[config.mk]
export PLATFORM = sky130hd
export DESIGN_NAME = cap_window
export DESIGN_NICKNAME = d
export VERILOG_FILES = /design/src/rtl/cap_pkg.sv /design/src/rtl/cap_msgctl.sv /design/src/rtl/cap_readmux.sv /design/src/rtl/cap_window.sv
export SDC_FILE = /design/constraint.sdc
export NUM_CORES = 1
export LEC_CHECK = 0
export ABC_AREA = 0
export BUFFER_PORTS_ARGS = -buffer_cell sky130_fd_sc_hd__buf_2
export CORE_MARGIN = 2
export CORE_UTILIZATION = 32
export CTS_BUF_LIST = sky130_fd_sc_hd__clkbuf_8 sky130_fd_sc_hd__clkbuf_16
export CTS_CLUSTER_DIAMETER = 150
export DETAILED_ROUTE_END_ITERATION = 8
export PLACE_DENSITY = 0.88
export SYNTH_ARGS = -nofsm -noshare
export SYNTH_HDL_FRONTEND = slang
export SYNTH_SLANG_ARGS = --single-unit
[constraint.sdc]
create_clock -name clk -period 0.9 [get_ports clk]
set_input_delay 0.135 -clock clk [delete_from_list [all_inputs] [get_ports clk]]
set_output_delay 0.135 -clock clk [all_outputs]
set_load 0.01 [all_outputs]
[src/rtl/cap_pkg.sv]
// Package: shared constants and helper functions for the capability window.
// Assumes dword-granular accesses with a 2-bit dword index.
package cap_pkg;
    localparam int DW_BITS      = 32;
    localparam int ENTRY_BYTES  = 16;
    localparam int SIZE_BITS    = 11;
    localparam int MASK_BIT     = 14;
    localparam int EN_BIT       = 15;

    typedef enum logic [1:0] {
        DW_HEAD  = 2'd0,
        DW_TABLE = 2'd1,
        DW_PEND  = 2'd2,
        DW_OUT   = 2'd3
    } dw_sel_e;

    // Locator dword: byte offset with the BAR index placed in bits 2:0.
    function automatic logic [DW_BITS-1:0] locator(input int unsigned offs,
                                                   input int unsigned bar);
        logic [DW_BITS-1:0] v;
        v = DW_BITS'(offs);
        v[2:0] = 3'(bar);
        return v;
    endfunction
endpackage

[src/rtl/cap_msgctl.sv]
// Module: holds the host-writable enable and mask bits of the control word
// and produces the rescan pulse when a write lifts a delivery block.
// Assumes hi_wr is already qualified to byte 3 of dword 0.
module cap_msgctl
    import cap_pkg::*;
(
    input  logic       clk,
    input  logic       rst_n,
    input  logic       hi_wr,
    input  logic [7:0] hi_byte,
    output logic       en_q,
    output logic       mask_q,
    output logic       rescan_q
);
    logic en_d, mask_d, lift;

    // Next-state for the two writable bits; the other six bits of the byte are dropped.
    always_comb begin
        en_d   = hi_wr ? hi_byte[EN_BIT-8]   : en_q;
        mask_d = hi_wr ? hi_byte[MASK_BIT-8] : mask_q;
        lift   = hi_wr && ((mask_q && !mask_d) || (!en_q && en_d));
    end

    // Register the bits and a single pulse for the write.
    always_ff @(posedge clk) begin
        if (!rst_n) begin
            en_q     <= 1'b0;
            mask_q   <= 1'b0;
            rescan_q <= 1'b0;
        end else begin
            en_q     <= en_d;
            mask_q   <= mask_d;
            rescan_q <= lift;
        end
    end

    a_r1_reset_clears: assert property (@(posedge clk)
        !rst_n |=> (!en_q && !mask_q && !rescan_q));
    a_r4_hold_without_write: assert property (@(posedge clk) disable iff (!rst_n)
        !hi_wr |=> ($stable(en_q) && $stable(mask_q)));
    a_r10_rescan_needs_write: assert property (@(posedge clk) disable iff (!rst_n)
        rescan_q |-> $past(hi_wr));
    a_r9_one_cycle_pulse: assert property (@(posedge clk) disable iff (!rst_n)
        (rescan_q && !hi_wr) |=> !rescan_q);
    a_r7_unmask_pulses: assert property (@(posedge clk) disable iff (!rst_n)
        (hi_wr && mask_q && !hi_byte[MASK_BIT-8]) |=> rescan_q);
    a_r8_enable_pulses: assert property (@(posedge clk) disable iff (!rst_n)
        (hi_wr && !en_q && hi_byte[EN_BIT-8]) |=> rescan_q);
endmodule

[src/rtl/cap_readmux.sv]
// Module: assembles the read image of the three capability dwords and
// registers the selected dword. Assumes addr 3 is outside the capability.
module cap_readmux
    import cap_pkg::*;
#(
    parameter logic [7:0] CAP_ID   = 8'h11,
    parameter logic [7:0] NEXT_PTR = 8'h40,
    parameter int         NUM_VEC  = 8,
    parameter int         BAR_IDX  = 3
) (
    input  logic               clk,
    input  logic               rst_n,
    input  logic               rd_en,
    input  logic [1:0]         addr,
    input  logic               en_q,
    input  logic               mask_q,
    output logic [DW_BITS-1:0] rd_data
);
    localparam logic [SIZE_BITS-1:0] SIZE_FIELD = SIZE_BITS'(NUM_VEC - 1);
    localparam logic [DW_BITS-1:0]   TABLE_DW   = locator(0, BAR_IDX);
    localparam logic [DW_BITS-1:0]   PEND_DW    = locator(NUM_VEC * ENTRY_BYTES, BAR_IDX);

    logic [15:0]        ctl_word;
    logic [DW_BITS-1:0] sel;

    // Build the control word and pick the addressed dword.
    always_comb begin
        ctl_word = {en_q, mask_q, 3'b000, SIZE_FIELD};
        unique case (dw_sel_e'(addr))
            DW_HEAD:  sel = {ctl_word, NEXT_PTR, CAP_ID};
            DW_TABLE: sel = TABLE_DW;
            DW_PEND:  sel = PEND_DW;
            default:  sel = '0;
        endcase
    end

    // Capture the read on the sampling edge; hold otherwise.
    always_ff @(posedge clk) begin
        if (!rst_n)     rd_data <= '0;
        else if (rd_en) rd_data <= sel;
    end

    a_r12_read_holds: assert property (@(posedge clk) disable iff (!rst_n)
        !rd_en |=> $stable(rd_data));
    a_r11_outside_zero: assert property (@(posedge clk) disable iff (!rst_n)
        (rd_en && addr == 2'd3) |=> (rd_data == '0));
    a_r2_head_tracks_bits: assert property (@(posedge clk) disable iff (!rst_n)
        (rd_en && addr == 2'd0) |=> (rd_data[31] == $past(en_q) && rd_data[30] == $past(mask_q)));
endmodule

[src/rtl/cap_window.sv]
// Module: top of the capability register window. Decodes dword writes per
// byte lane; only lane 3 of dword 0 reaches writable state.
// Assumes 1 <= NUM_VEC <= 2048 and 0 <= BAR_IDX <= 5 (checked at elaboration).
module cap_window
    import cap_pkg::*;
#(
    parameter logic [7:0] CAP_ID   = 8'h11,
    parameter logic [7:0] NEXT_PTR = 8'h40,
    parameter int         NUM_VEC  = 8,
    parameter int         BAR_IDX  = 3
) (
    input  logic        clk,
    input  logic        rst_n,
    input  logic        wr_en,
    input  logic        rd_en,
    input  logic [1:0]  addr,
    input  logic [3:0]  be,
    input  logic [31:0] wdata,
    output logic [31:0] rd_data,
    output logic        func_enable,
    output logic        func_mask,
    output logic        rescan
);
    localparam int LANES = DW_BITS / 8;

    if (NUM_VEC < 1 || NUM_VEC > 2048) begin : g_bad_vec
        $error("NUM_VEC out of range");
    end
    if (BAR_IDX < 0 || BAR_IDX > 5) begin : g_bad_bar
        $error("BAR_IDX out of range");
    end

    logic [LANES-1:0] lane_wr;
    logic [7:0]       lane_byte [LANES];

    // Per-lane write strobes and data, one byte per consecutive offset.
    for (genvar i = 0; i < LANES; i++) begin : g_lane
        assign lane_wr[i]   = wr_en && be[i] && (dw_sel_e'(addr) == DW_HEAD);
        assign lane_byte[i] = wdata[8*i +: 8];
    end

    cap_msgctl u_ctl (
        .clk      (clk),
        .rst_n    (rst_n),
        .hi_wr    (lane_wr[3]),
        .hi_byte  (lane_byte[3]),
        .en_q     (func_enable),
        .mask_q   (func_mask),
        .rescan_q (rescan)
    );

    cap_readmux #(
        .CAP_ID   (CAP_ID),
        .NEXT_PTR (NEXT_PTR),
        .NUM_VEC  (NUM_VEC),
        .BAR_IDX  (BAR_IDX)
    ) u_rd (
        .clk     (clk),
        .rst_n   (rst_n),
        .rd_en   (rd_en),
        .addr    (addr),
        .en_q    (func_enable),
        .mask_q  (func_mask),
        .rd_data (rd_data)
    );

    a_r11_outside_write_ignored: assert property (@(posedge clk) disable iff (!rst_n)
        (wr_en && addr != 2'd0) |=> ($stable(func_enable) && $stable(func_mask) && !rescan));
endmodule

Word-level counts from Yosys, hierarchy flattened. Index checks and enable logic that the tools add are counted.

Equal/unequal tests: 2. Mux-type cells: 3. Reduce and logical (&&, ||, !) cells: 9.

Operators by type and width (number): $pmux W32 S3 (1); $logic_and A1 B1 Y1 (5); $eq A2 B1 Y1 const B (1); $eq A2 B2 Y1 const B (1); $logic_not A1 Y1 (2); $logic_not A2 Y1 (1); $mux W1 (2); $logic_or A1 B1 Y1 (1).

Word-level logic and storage cells: 18. Bits in registers: 35.

Longest topological paths before layout.
Depth in word-level cells: 7. Gate-level depth with buffers: 4.

Modules after synthesis. From an unflattened synthesis, not the netlist that was laid out.

Cells, all modules: 66. Area total of the unflattened synthesis: 621.8 um2.

By module, submodules not included: cap_readmux (area an instance 495.5 um2, times used 1, sequential area each 120.1 um2, cells an instance 54); cap_msgctl (area an instance 113.9 um2, times used 1, sequential area each 60.1 um2, cells an instance 11); cap_window (area an instance 12.5 um2, times used 1, sequential area each 0.0 um2, cells an instance 1).

Worst setup path after synthesis. No wires, ideal clock.

Kind: register -> register. Start: register u_ctl.en_q. End: register u_ctl.rescan_q. Data required time: 0.784 ns. Slack: 0.032 ns. Arrival time: 0.752 ns. Stages on the path, launching flop included: 3. Period minus slack after synthesis: 0.868 ns. Cells stage by stage: dfxtp_1 and2b_1 o211a_1.

Longest elaborated chain between the ends: 4. Elaborated cells on any way between the ends: 5. Those cells by class: 1 x mux; 4 x reduce/logical.

Ends and longest elaborated chain: start, declared (line cap_msgctl.sv:11) `output logic en_q,`; start signal, assigned (line cap_msgctl.sv:31) `en_q <= en_d;`; $mux W1 or $logic_not A1 Y1 (tied branches) (line cap_msgctl.sv:19, cap_msgctl.sv:21); $logic_and A1 B1 Y1 (*) (line cap_msgctl.sv:21) `lift = hi_wr && ((mask_q && !mask_d) || (!en_q && en_d));`; $logic_or A1 B1 Y1 (*) (line cap_msgctl.sv:21); $logic_and A1 B1 Y1 (*) (line cap_msgctl.sv:21); end signal, assigned (line cap_msgctl.sv:33) `rescan_q <= lift;`; end, declared (line cap_msgctl.sv:13) `output logic rescan_q`.

Every way passes the cells marked *; elsewhere a longest branch is shown, timed or not. A chain may end at the register's enable or synchronous reset.

Worst setup path in the final report.
Start: register u_rd.rd_data[18]. End: output port rd_data[18].

RTL lines: start, declared (line cap_readmux.sv:17) `output logic [DW_BITS-1:0] rd_data`; start signal, assigned (line cap_readmux.sv:40) `else if (rd_en) rd_data <= sel;`; end, declared (line cap_window.sv:19) `output logic [31:0] rd_data,`.

No word-level cell between the ends.

==> key figures <==
Routing
  • DRC Markers: 0
  • Via count: 443
  • Aggregate routed wire length: 1070 um
  • Iteration-0 DRC Markers: 7
  • Routed WL per cell: 9.19 um
  • Via/cell ratio: 3.82
  • Final ANT Viol Nets: 0
  • DR pass1 iterations: 4

GRT
  • Met3 GRT Util: 4.32%
  • GR Overflow Total: 0
  • Met2 GRT Util: 18.1%
  • Routing usage on met1: 8.30%
  • Overall Global Routing Usage: 9.63%
  • Largest net degree at the start of global routing: 12
  • Initial antenna violation count: 0
  • Busiest grt layer: met2
  • Vias in the first global route: 413
  • First-pass GRT wire length: 1700 um

Floorplan
  • Placeable Area: 1900 um2
  • Initial Util: 33.2%
  • # rows: 16
  • Die Wd: 48.4 um
  • Die ar.: 2350 um2
  • Die H: 48.4 um
  • IO Pins: 77

Worst setup path
  • CP endpoint kind: output pin
  • Data required, critical path: 0.76 ns
  • Max incr delay on CP: 0.35 ns
  • Worst Path Arrival: 0.72 ns
  • Critical path buffer and inverter count: 1
  • Slowest cell on crit path: dfxtp_2
  • CP Cell Sequence: buf_2
  • Critical path type: flip-flop to output pin
  • CP delay by family, top: flip-flops
  • Setup crit start kind: flip-flop
  • CP max FO: 6

Finish
  • Layout Nets: 136
  • Fillers: 202
  • Ant. Diodes: 0
  • Share of layout cells above drive strength 1: 34.8%
  • Finished Layout Cells: 116
  • Area growth syn-to-layout: 13.3%
  • Design area: 716 um2

Placement
  • Placed Cells: 113
  • Port buffer count: 21
  • Post-Place Setup Slack: -0.115 ns
  • DP Wirelength: 902 um
  • Placed Area: 668 um2
  • Routability cong.: 0.632

Clock network
  • Clk_lat worst skew: 0.23 ns
  • Root Driver: clkbuf_8
  • # clock sinks: 9
  • CTS H-tree lvls: 1
  • Total CTS buffers: 3
  • CTS tree: yes
  • CTS clk-pin slew, worst paths: 0.05 ns
  • Post-CTS setup buffer count: 0
  • Clock buffer depth: 2

Synthesis
  • Register bit total from synthesis: 9
  • Synth async-reset ratio: 0%
  • Distinct cells, synth: 16
  • Top cell type's share of synthesized area: 30.9%
  • Top post-synthesis cells by area: buf_4 31%, dfxtp_1 29%, ha_1 7.9%
  • Synth top cells by count: 26 x buf_4, 9 x dfxtp_1, 5 x mux2i_1, 5 x nand2_1, 4 x ha_1
  • Synth area leader: buf_4
  • Yosys warning count: 0
  • Most common cell in the netlist: buf_4
  • Seq/Total Area, Yosys: 28.5%
  • Avg Synthesized Cell Area: 9.29 um2
  • Number of synthesized flops with an enable pin: 0
  • Post-Syn Instances: 68
  • Netlist Area Pre-Place: 632 um2
  • Dominant synthesized flop cell: dfxtp_1

STA
  • Unrepaired setup endpoints after global routing: no
  • Final cycle utilization of the critical path: 95.3%
  • Max Fclk: 1170 MHz
  • Post-layout minimum cycle time: 0.858 ns
  • Max-slew violations: 0
  • Final hold vios: 0
  • WHS: 0.164 ns
  • Setup Skew: 0.000482 ns
  • Final setup viols: 0
  • Post-route setup slack: 0.0422 ns

Power and ir drop
  • Leakage: 0.410 nW
  • Power Total: 1.05 mW
  • PD cells: 1470 nW/um2
  • Max VDD drop: 0.548 mV

Status
  • Run status: complete, no violations

Job
  • Max-cap violations: 0

Hold path
  • Hold Crit Class: primary input to flip-flop
kinds of logic (layout without fill, tap and decap cells):
logic type | count (synthesis) | after routing | share of synthesized area [%]
other | 1 | 22 | 0.593
multiplexers | 5 | 5 | 7.92
flip-flops | 9 | 9 | 28.5
AND/OR/NAND/NOR | 15 | 15 | 14.9
adder cells (fa/ha/maj) | 4 | 4 | 7.92
buffers and inverters | 30 | 30 | 34.7
AO/OA/AOI/OAI | 4 | 4 | 5.54
layer usage:
metal / routed length (um) / share of wire, %
met5: 0 / 0
met4: 0 / 0
met3: 134 / 13
met2: 547 / 51
met1: 384 / 36
final timing paths:
| path | start | to | slack, ns | cells after the start |
|---|---|---|---|---|
| max | u_rd.rd_data[18] | rd_data[18] | 0.04 | 1 |
| min | wdata[31] | u_ctl.en_q | 0.16 | 3 |
| max reg2reg | u_ctl.en_q | u_ctl.rescan_q | 0.07 | 2 |
| min reg2reg | u_rd.rd_data[31] | u_rd.rd_data[31] | 0.47 | 2 |
metrics by stage:
step	TNS (ns)	util (%)
global route	0	37.6
global placement	-0.218	35.1
floorplan	0	-
CTS	0	37.6
finish	0	37.6
detailed placement	-0.417	35.1
cells in the final DEF, fill, tap and decap left out:
cell,count
nand2_1,5
buf_4,3
inv_1,3
nor2b_1,3
conb_1,22
dfxtp_1,6
buf_6,1
buf_2,20
mux2i_1,5
ha_1,4
nand2b_1,2
nand4b_1,2
clkbuf_8,3
and2b_1,2
o211a_1,2
a21boi_1,2
and3_4,1
dfxtp_2,3
what timing repair did:
| action | CTS | global route |
|---|---|---|
| hold buffers | 0 | 0 |
| setup endpoints to repair | 6 | 1 |
| gates resized for setup | 3 | 1 |
report_power, final:
| part | total, mW | leakage (nW) | internal (mW) | switching, mW |
|---|---|---|---|---|
| Clock | 0.465 | 0.0269 | 0.298 | 0.167 |
| Combinational | 0.162 | 0.308 | 0.0631 | 0.0994 |
| Sequential | 0.422 | 0.0747 | 0.414 | 0.00865 |
flip-flops by register name (all words and copies together), names as in the netlist:
register        cells
u_ctl.rescan_q      1
u_ctl.en_q          1
u_ctl.mask_q        1
u_rd.rd_data        6
area by class of cell:
class                   count  area [um2]  share of cell area (%)
multi-input cells          50         312                    43.5
well taps                  27        33.8                    4.72
clock inverters             1        3.75                   0.524
inverters                   2        7.51                    1.05
clock buffers               3        41.3                    5.77
repair buffers             24         134                    18.7
flip-flops and latches      9         184                    25.7
(Power assumes the default switching activity.)
